[src/rtl/amad_pkg.sv]
package amad_pkg;

    localparam int NKIND = 6;
    localparam int NREG  = 13;
    localparam int RIW   = 4;
    localparam int CW    = 6;

    typedef enum logic [2:0] {
        K_NONE = 3'd0,
        K_MRD  = 3'd1,
        K_MWR  = 3'd2,
        K_RRD  = 3'd3,
        K_RWR  = 3'd4,
        K_CMP  = 3'd5
    } kind_e;

    typedef enum logic [1:0] {
        OP_REG = 2'd0,
        OP_CMP = 2'd1,
        OP_MEM = 2'd2,
        OP_NOP = 2'd3
    } op_e;

    typedef enum logic [1:0] {
        ST_HW       = 2'd0,
        ST_SW_IDLE  = 2'd1,
        ST_SW_ARMED = 2'd2
    } mode_st_e;

    localparam logic [RIW-1:0] REG_CMPND = 4'd0;
    localparam logic [RIW-1:0] REG_CFG   = 4'd8;
    localparam logic [RIW-1:0] REG_STAT  = 4'd9;
    localparam logic [RIW-1:0] REG_ADDR  = 4'd10;
    localparam logic [RIW-1:0] REG_DSEL  = 4'd11;
    localparam logic [RIW-1:0] REG_INSTR = 4'd12;

endpackage

[src/rtl/amad_sel.sv]
module amad_sel #(
    parameter int PW = 6
) (
    input  logic          cs1_n,
    input  logic          cs2_n,
    input  logic [PW-1:0] dsel_val,
    input  logic          dsel_en_n,
    input  logic [PW-1:0] page,
    output logic          selected
);
    logic pin_hit;
    logic reg_hit;

    always_comb begin
        pin_hit  = !cs1_n || !cs2_n;
        reg_hit  = !dsel_en_n && (dsel_val == page);
        selected = pin_hit || reg_hit;
    end
endmodule

[src/rtl/amad_codec.sv]
module amad_codec
    import amad_pkg::*;
(
    input  logic [CW-1:0]  code,
    input  logic           we_n,
    output kind_e          kind,
    output logic [RIW-1:0] ridx
);
    op_e op;

    always_comb begin
        op   = op_e'(code[5:4]);
        ridx = code[3:0];
        kind = K_NONE;
        unique case (op)
            OP_REG: begin
                if (code[3:0] < RIW'(NREG)) begin
                    kind = we_n ? K_RRD : K_RWR;
                end
            end
            OP_CMP: kind = K_CMP;
            OP_MEM: kind = we_n ? K_MRD : K_MWR;
            OP_NOP: kind = K_NONE;
            default: kind = K_NONE;
        endcase
    end
endmodule

[src/rtl/amad_onehot.sv]
module amad_onehot #(
    parameter int N  = 6,
    parameter int IW = 3
) (
    input  logic [IW-1:0] idx,
    input  logic          en,
    output logic [N-1:0]  vec
);
    for (genvar g = 0; g < N; g++) begin : g_bit
        assign vec[g] = en && (idx == IW'(g));
    end
endmodule

[src/rtl/amad_regs.sv]
module amad_regs
    import amad_pkg::*;
#(
    parameter int PW = 6,
    localparam int DQW = PW + 4
) (
    input  logic           clk,
    input  logic           rst_n,
    input  logic           wr_cfg,
    input  logic           wr_dsel,
    input  logic           wr_instr,
    input  logic [DQW-1:0] dq,
    output logic [PW-1:0]  page,
    output logic [2:0]     maskch,
    output logic           swbit,
    output logic [PW-1:0]  dsel_val,
    output logic           dsel_en_n,
    output logic [CW-1:0]  instr
);
    always_ff @(posedge clk or negedge rst_n) begin
        if (!rst_n) begin
            page   <= '0;
            maskch <= '0;
            swbit  <= 1'b0;
        end else if (wr_cfg) begin
            page   <= dq[PW-1:0];
            maskch <= dq[PW+2:PW];
            swbit  <= dq[PW+3];
        end
    end

    always_ff @(posedge clk or negedge rst_n) begin
        if (!rst_n) begin
            dsel_val  <= '0;
            dsel_en_n <= 1'b1;
        end else if (wr_dsel) begin
            dsel_val  <= dq[PW-1:0];
            dsel_en_n <= dq[PW];
        end
    end

    always_ff @(posedge clk or negedge rst_n) begin
        if (!rst_n) begin
            instr <= '0;
        end else if (wr_instr) begin
            instr <= dq[CW-1:0];
        end
    end
endmodule

[src/rtl/amad_top.sv]
module amad_top
    import amad_pkg::*;
#(
    parameter int ACW = 8,
    parameter int PW  = 6,
    localparam int DQW = PW + 4
) (
    input  logic            clk,
    input  logic            rst_n,
    input  logic            cyc_stb,
    input  logic            cs1_n,
    input  logic            cs2_n,
    input  logic            we_n,
    input  logic            av_n,
    input  logic            dsc,
    input  logic [ACW-1:0]  ac,
    input  logic [DQW-1:0]  dq,
    output logic [NKIND-1:0] kind_o,
    output logic [NREG-1:0] regsel_o,
    output logic            direct_o,
    output logic [ACW-1:0]  addr_o,
    output logic            seg_o,
    output logic [PW-1:0]   page_o,
    output logic [2:0]      maskch_o,
    output logic            swmode_o,
    output logic            armed_o
);
    mode_st_e state, state_nx;

    logic           selected;
    logic [PW-1:0]  dsel_val;
    logic           dsel_en_n;
    logic [CW-1:0]  instr;
    logic           swbit;
    logic [CW-1:0]  code_mux;
    kind_e          c_kind;
    logic [RIW-1:0] c_ridx;

    kind_e          d_kind;
    logic [RIW-1:0] d_ridx;
    logic           d_direct;
    logic           d_take;
    logic           d_is_reg;
    logic           wr_cfg, wr_dsel, wr_instr;
    logic [NKIND-1:0] kind_vec;
    logic [NREG-1:0]  sel_vec;

    amad_regs #(.PW(PW)) u_regs (
        .clk      (clk),
        .rst_n    (rst_n),
        .wr_cfg   (wr_cfg),
        .wr_dsel  (wr_dsel),
        .wr_instr (wr_instr),
        .dq       (dq),
        .page     (page_o),
        .maskch   (maskch_o),
        .swbit    (swbit),
        .dsel_val (dsel_val),
        .dsel_en_n(dsel_en_n),
        .instr    (instr)
    );

    amad_sel #(.PW(PW)) u_sel (
        .cs1_n    (cs1_n),
        .cs2_n    (cs2_n),
        .dsel_val (dsel_val),
        .dsel_en_n(dsel_en_n),
        .page     (page_o),
        .selected (selected)
    );

    assign code_mux = (state == ST_HW) ? ac[CW-1:0] : instr;

    amad_codec u_codec (
        .code (code_mux),
        .we_n (we_n),
        .kind (c_kind),
        .ridx (c_ridx)
    );

    // cycle classification for the current sampled pins
    always_comb begin
        d_kind   = K_NONE;
        d_ridx   = '0;
        d_direct = 1'b0;
        d_take   = cyc_stb && selected;
        if (d_take) begin
            unique case (state)
                ST_HW: begin
                    if (!av_n) begin
                        d_kind   = we_n ? K_MRD : K_MWR;
                        d_direct = 1'b1;
                    end else begin
                        d_kind = c_kind;
                        d_ridx = c_ridx;
                    end
                end
                ST_SW_IDLE: begin
                    if (av_n) begin
                        d_kind = we_n ? K_RRD : K_RWR;
                        d_ridx = we_n ? REG_STAT : REG_INSTR;
                    end
                end
                ST_SW_ARMED: begin
                    if (av_n) begin
                        d_kind = we_n ? K_RRD : K_RWR;
                        d_ridx = we_n ? REG_STAT : REG_INSTR;
                    end else begin
                        d_kind = c_kind;
                        d_ridx = c_ridx;
                    end
                end
                default: d_kind = K_NONE;
            endcase
        end
        d_is_reg = (d_kind == K_RRD) || (d_kind == K_RWR);
        wr_cfg   = (d_kind == K_RWR) && (d_ridx == REG_CFG);
        wr_dsel  = (d_kind == K_RWR) && (d_ridx == REG_DSEL);
        wr_instr = (d_kind == K_RWR) && (d_ridx == REG_INSTR);
    end

    // mode transitions: to_sw, to_hw, arm
    always_comb begin
        state_nx = state;
        if (wr_cfg) begin
            state_nx = dq[PW+3] ? ST_SW_IDLE : ST_HW;
        end else if (wr_instr) begin
            unique case (state)
                ST_HW:       state_nx = ST_HW;
                ST_SW_IDLE:  state_nx = ST_SW_ARMED;
                ST_SW_ARMED: state_nx = ST_SW_ARMED;
                default:     state_nx = ST_HW;
            endcase
        end
    end

    amad_onehot #(.N(NKIND), .IW(3)) u_kind_oh (
        .idx (d_kind),
        .en  (1'b1),
        .vec (kind_vec)
    );

    amad_onehot #(.N(NREG), .IW(RIW)) u_reg_oh (
        .idx (d_ridx),
        .en  (d_is_reg),
        .vec (sel_vec)
    );

    // state register
    always_ff @(posedge clk or negedge rst_n) begin
        if (!rst_n) begin
            state <= ST_HW;
        end else begin
            state <= state_nx;
        end
    end

    // registered outputs
    always_ff @(posedge clk or negedge rst_n) begin
        if (!rst_n) begin
            kind_o   <= NKIND'(1);
            regsel_o <= '0;
            direct_o <= 1'b0;
            addr_o   <= '0;
            seg_o    <= 1'b0;
        end else begin
            kind_o   <= kind_vec;
            regsel_o <= sel_vec;
            direct_o <= d_direct;
            if (d_direct) begin
                addr_o <= ac;
            end
            if (d_take) begin
                seg_o <= dsc;
            end
        end
    end

    assign swmode_o = swbit;
    assign armed_o  = (state == ST_SW_ARMED);

endmodule

[config.mk]
export PLATFORM = sky130hd
export DESIGN_NAME = amad_top
export DESIGN_NICKNAME = d
export VERILOG_FILES = /design/src/rtl/amad_pkg.sv /design/src/rtl/amad_sel.sv /design/src/rtl/amad_codec.sv /design/src/rtl/amad_onehot.sv /design/src/rtl/amad_regs.sv /design/src/rtl/amad_top.sv
export SDC_FILE = /design/constraint.sdc
export NUM_CORES = 1
export LEC_CHECK = 0
export BUFFER_PORTS_ARGS = -buffer_cell sky130_fd_sc_hd__buf_2
export CAP_MARGIN = 5
export CORE_ASPECT_RATIO = 1.25
export CORE_MARGIN = 2
export CORE_UTILIZATION = 30
export DETAILED_ROUTE_END_ITERATION = 7
export GPL_ROUTABILITY_DRIVEN = 1
export SYNTH_ARGS = -nofsm -noshare
export SYNTH_HDL_FRONTEND = slang
export SYNTH_HIERARCHICAL = 1
export SYNTH_SLANG_ARGS = --single-unit
[constraint.sdc]
create_clock -name clk -period 4.3 [get_ports clk]
set_input_delay 0.43 -clock clk [delete_from_list [all_inputs] [get_ports clk]]
set_output_delay 0.43 -clock clk [all_outputs]
set_load 0.005 [all_outputs]
==> out/qor.txt <==
Run status: finished, final reports clean
Die span in y: 109 um
Final worst setup slack: 386 ps
ANT nets after route: 0
Synth Warn #: 6
Area of the multi-input gates: 1220 um^2
DRT iter0 DRCs: 69
First-pass GRT wire length: 8740 um
Crit Path Max Fanout: 14
Logic pwr share: 0.046
Synth Area in Simple Gates: 0.142
Post-Syn Instances: 201
Worst min path class: in2async
Crit Path Class: reg2reg
H-Tree Depth: 2
Clock buffer depth: 2
Clk_lat worst skew: 310 ps
Reg area: 1350 um^2
Largest net degree at the start of global routing: 55
GRT Total Usage: 0.120
Post-CTS resize count: 0
Core Box Area: 8650 um^2
Root Buffer: clkbuf_8
Mux contribution to synthesized area: 0.207
Yosys top cell area share: 0.490
Cts bufs inserted: 5
DRT Wirelength: 5490 um
DP HPWL: 4110 um
Fin. Hold Viols: 0
Final Instance Count excl. Fillers: 394
Share of layout cells above drive strength 1: 0.474
Synth Area in XOR/XNOR: 0.0198
Initial antenna violation count: 0
Placed cell count: 386
Type of origin of the critical path: register
Switching power: 0.184 mW
Die area: 9630 um^2
Count leader, synth: dfrtp_1
R2r setup slk: 390 ps
I/O Buffers: 65
Die Width: 88.2 um
Via count: 1747
Yosys reg bits: 54
Row cnt: 38
Starting Density: 0.307
Antenna diodes: 0
Sw Ratio: 0.220
Vias in the first global route: 1715
Clock Sinks: 54
R2R depth: 12
Distinct cell type count of the synthesized netlist: 46
PwrDens: 263 nW/um^2
Peak supply drop: 0.142 mV
Sequential share of the synthesized area: 0.510
Top cells by area, synth: dfrtp_1 (49%), mux2_4 (14%), mux2_2 (6.4%)
Fmax: 255 MHz
CTS tree: done
Leak: 1.68 nW
Slew @ Worst Pin: 738 ps
Critical Path AT: 4110 ps
Placed cell area: 3100 um^2
Setup Buffers After CTS: 0
DRT Pass-1 Iters: 4
Hold_buf cts: 0
Clock share of power: 0.346
Syn_area_per_cell: 13.2 um^2
Crit share post-route: 0.910
RSZ-0062 raised after global routing: false
Max Cap Viol: 0
Setup TNS: 0 ps
Post-synth top cells: dfrtp_1 (52), mux2_4 (24), mux2_2 (15), nor2_1 (15), nand3_1 (7)
Yosys top cell by area: dfrtp_1
Post-Synth Adder-Cell Area: 0.0283
Max-slew headroom: 0.508
Fill count: 893
Post-synth ARST share: 1.00
Setup Skew: 10.0 ps
Critical Path End Type: register
Clk slew on worst S/H paths: 90 ps
Post-synth top flop: dfrtp_1
Final nets: 305
Io pins: 66
Final setup viols: 0
Post-synth EDFFs: 0
DRC: 0
DR WL/cell: 13.9 um
P&R area growth vs syn: 20.2%
Part of the power in registers: 0.608
Largest family of logic cells by synthesized area: multiplexers
Mapped Area: 2660 um^2
Worst Path Required: 4500 ps
Worst setup slack after placement: 410 ps
GPL Wtd Cong: 0.745
Compound-Gate Fraction of Synth Area: 0.0551
Int Pwr: 0.654 mW
Grt total ovfl: 0
Via density: 4.43
Final min period: 3910 ps
Final slew viol count: 0
Post-route cell area: 3190 um^2
-- per-layer routing --
metal  wire, um  vias to the layer above  GRT usage
met3        198                        7     0.0197
met2       2790                       43      0.198
met4        131                        0     0.0649
li1           -                      840          -
met1       2370                      857      0.150
met5          0                        -          0
-- cell families after synthesis --
kind of cell	count (synthesis)
simple gates	59
flops	54
fa+ha+maj	6
other cells	1
xor+xnor	6
compound gates	20
mux	41
buf+inv	14
-- flip-flops by register name, summed over array words and instances (netlist names) --
signal and count:
kind_o 6, seg_o 1, u_regs/swbit 1, addr_o 8, state 2, u_regs/dsel_val 6
direct_o 1, u_regs/instr 6, u_regs/maskch 3, regsel_o 13, u_regs/page 6, u_regs/dsel_en_n 1
-- final cells by class --
class	count	share of cell area
timing repair buffer	69	0.111
multi-input combinational	138	0.383
clock inverter	1	0.00157
tap	120	0.0470
clock buffer	7	0.0270
inverter	5	0.00588
sequential	54	0.424
-- worst paths after layout --
kind                                 startpoint                           end
max                        state[0]$_DFFE_PN0P_  u_regs/maskch[2]$_DFFE_PN0P_
min                                       rst_n         addr_o[7]$_DFFE_PN0P_
max reg2reg                state[0]$_DFFE_PN0P_  u_regs/maskch[2]$_DFFE_PN0P_
min reg2reg                   seg_o$_DFFE_PN0P_             seg_o$_DFFE_PN0P_
max in group asynchronous                 rst_n         regsel_o[7]$_DFF_PN0_
min in group clk                          ac[6]         addr_o[6]$_DFFE_PN0P_
-- cell usage in the layout (no fill, tap or decap), drive strengths merged, types with 2 or more instances in the layout --
cell    instances
and4b           2
and4bb          3
ha              6
and2            3
buf            69
nor2b           5
or3b            2
dfstp           2
a21oi           6
nor4b           2
mux2i           2
nor3            6
nand3b          3
mux2           39
xor2            3
xnor2           3
clkbuf          7
conb            6
nand2b          3
inv             5
a211oi          2
nor2           15
dfrtp          52
nand2           5
nand3           7
-- worst max-delay path, cell delays in order, from the launching register on --
cell and delay [ps]:
dfrtp_1 430, inv_1 130, ha_1 500, mux2_2 420
o211a_1 250, o31ai_1 320, a21boi_0 150, a21oi_1 290
nand3_1 190, nor4b_4 380, and2_1 180, buf_4 230
mux2_4 320
-- through the flow --
stage,power [mW],utilization,hold slack (ps)
global route,0.879,0.369,279
detailed placement,0.559,0.358,490
CTS,0.854,0.369,254
global placement,0.559,0.358,482
floorplan,0.530,-,134
finish,0.839,0.369,222
-- power by group through the flow --
stage / sequential [mW] / clock, mW / combinational [mW]
6_report: 0.510 / 0.290 / 0.0387
5_1_grt: 0.510 / 0.324 / 0.0450
4_1_cts: 0.510 / 0.305 / 0.0400
3_5_place_dp: 0.520 / 0 / 0.0395
3_3_place_gp: 0.520 / 0 / 0.0394
2_1_floorplan: 0.520 / 0 / 0.0100
Note: power is estimated with default switching activity, not from simulation.
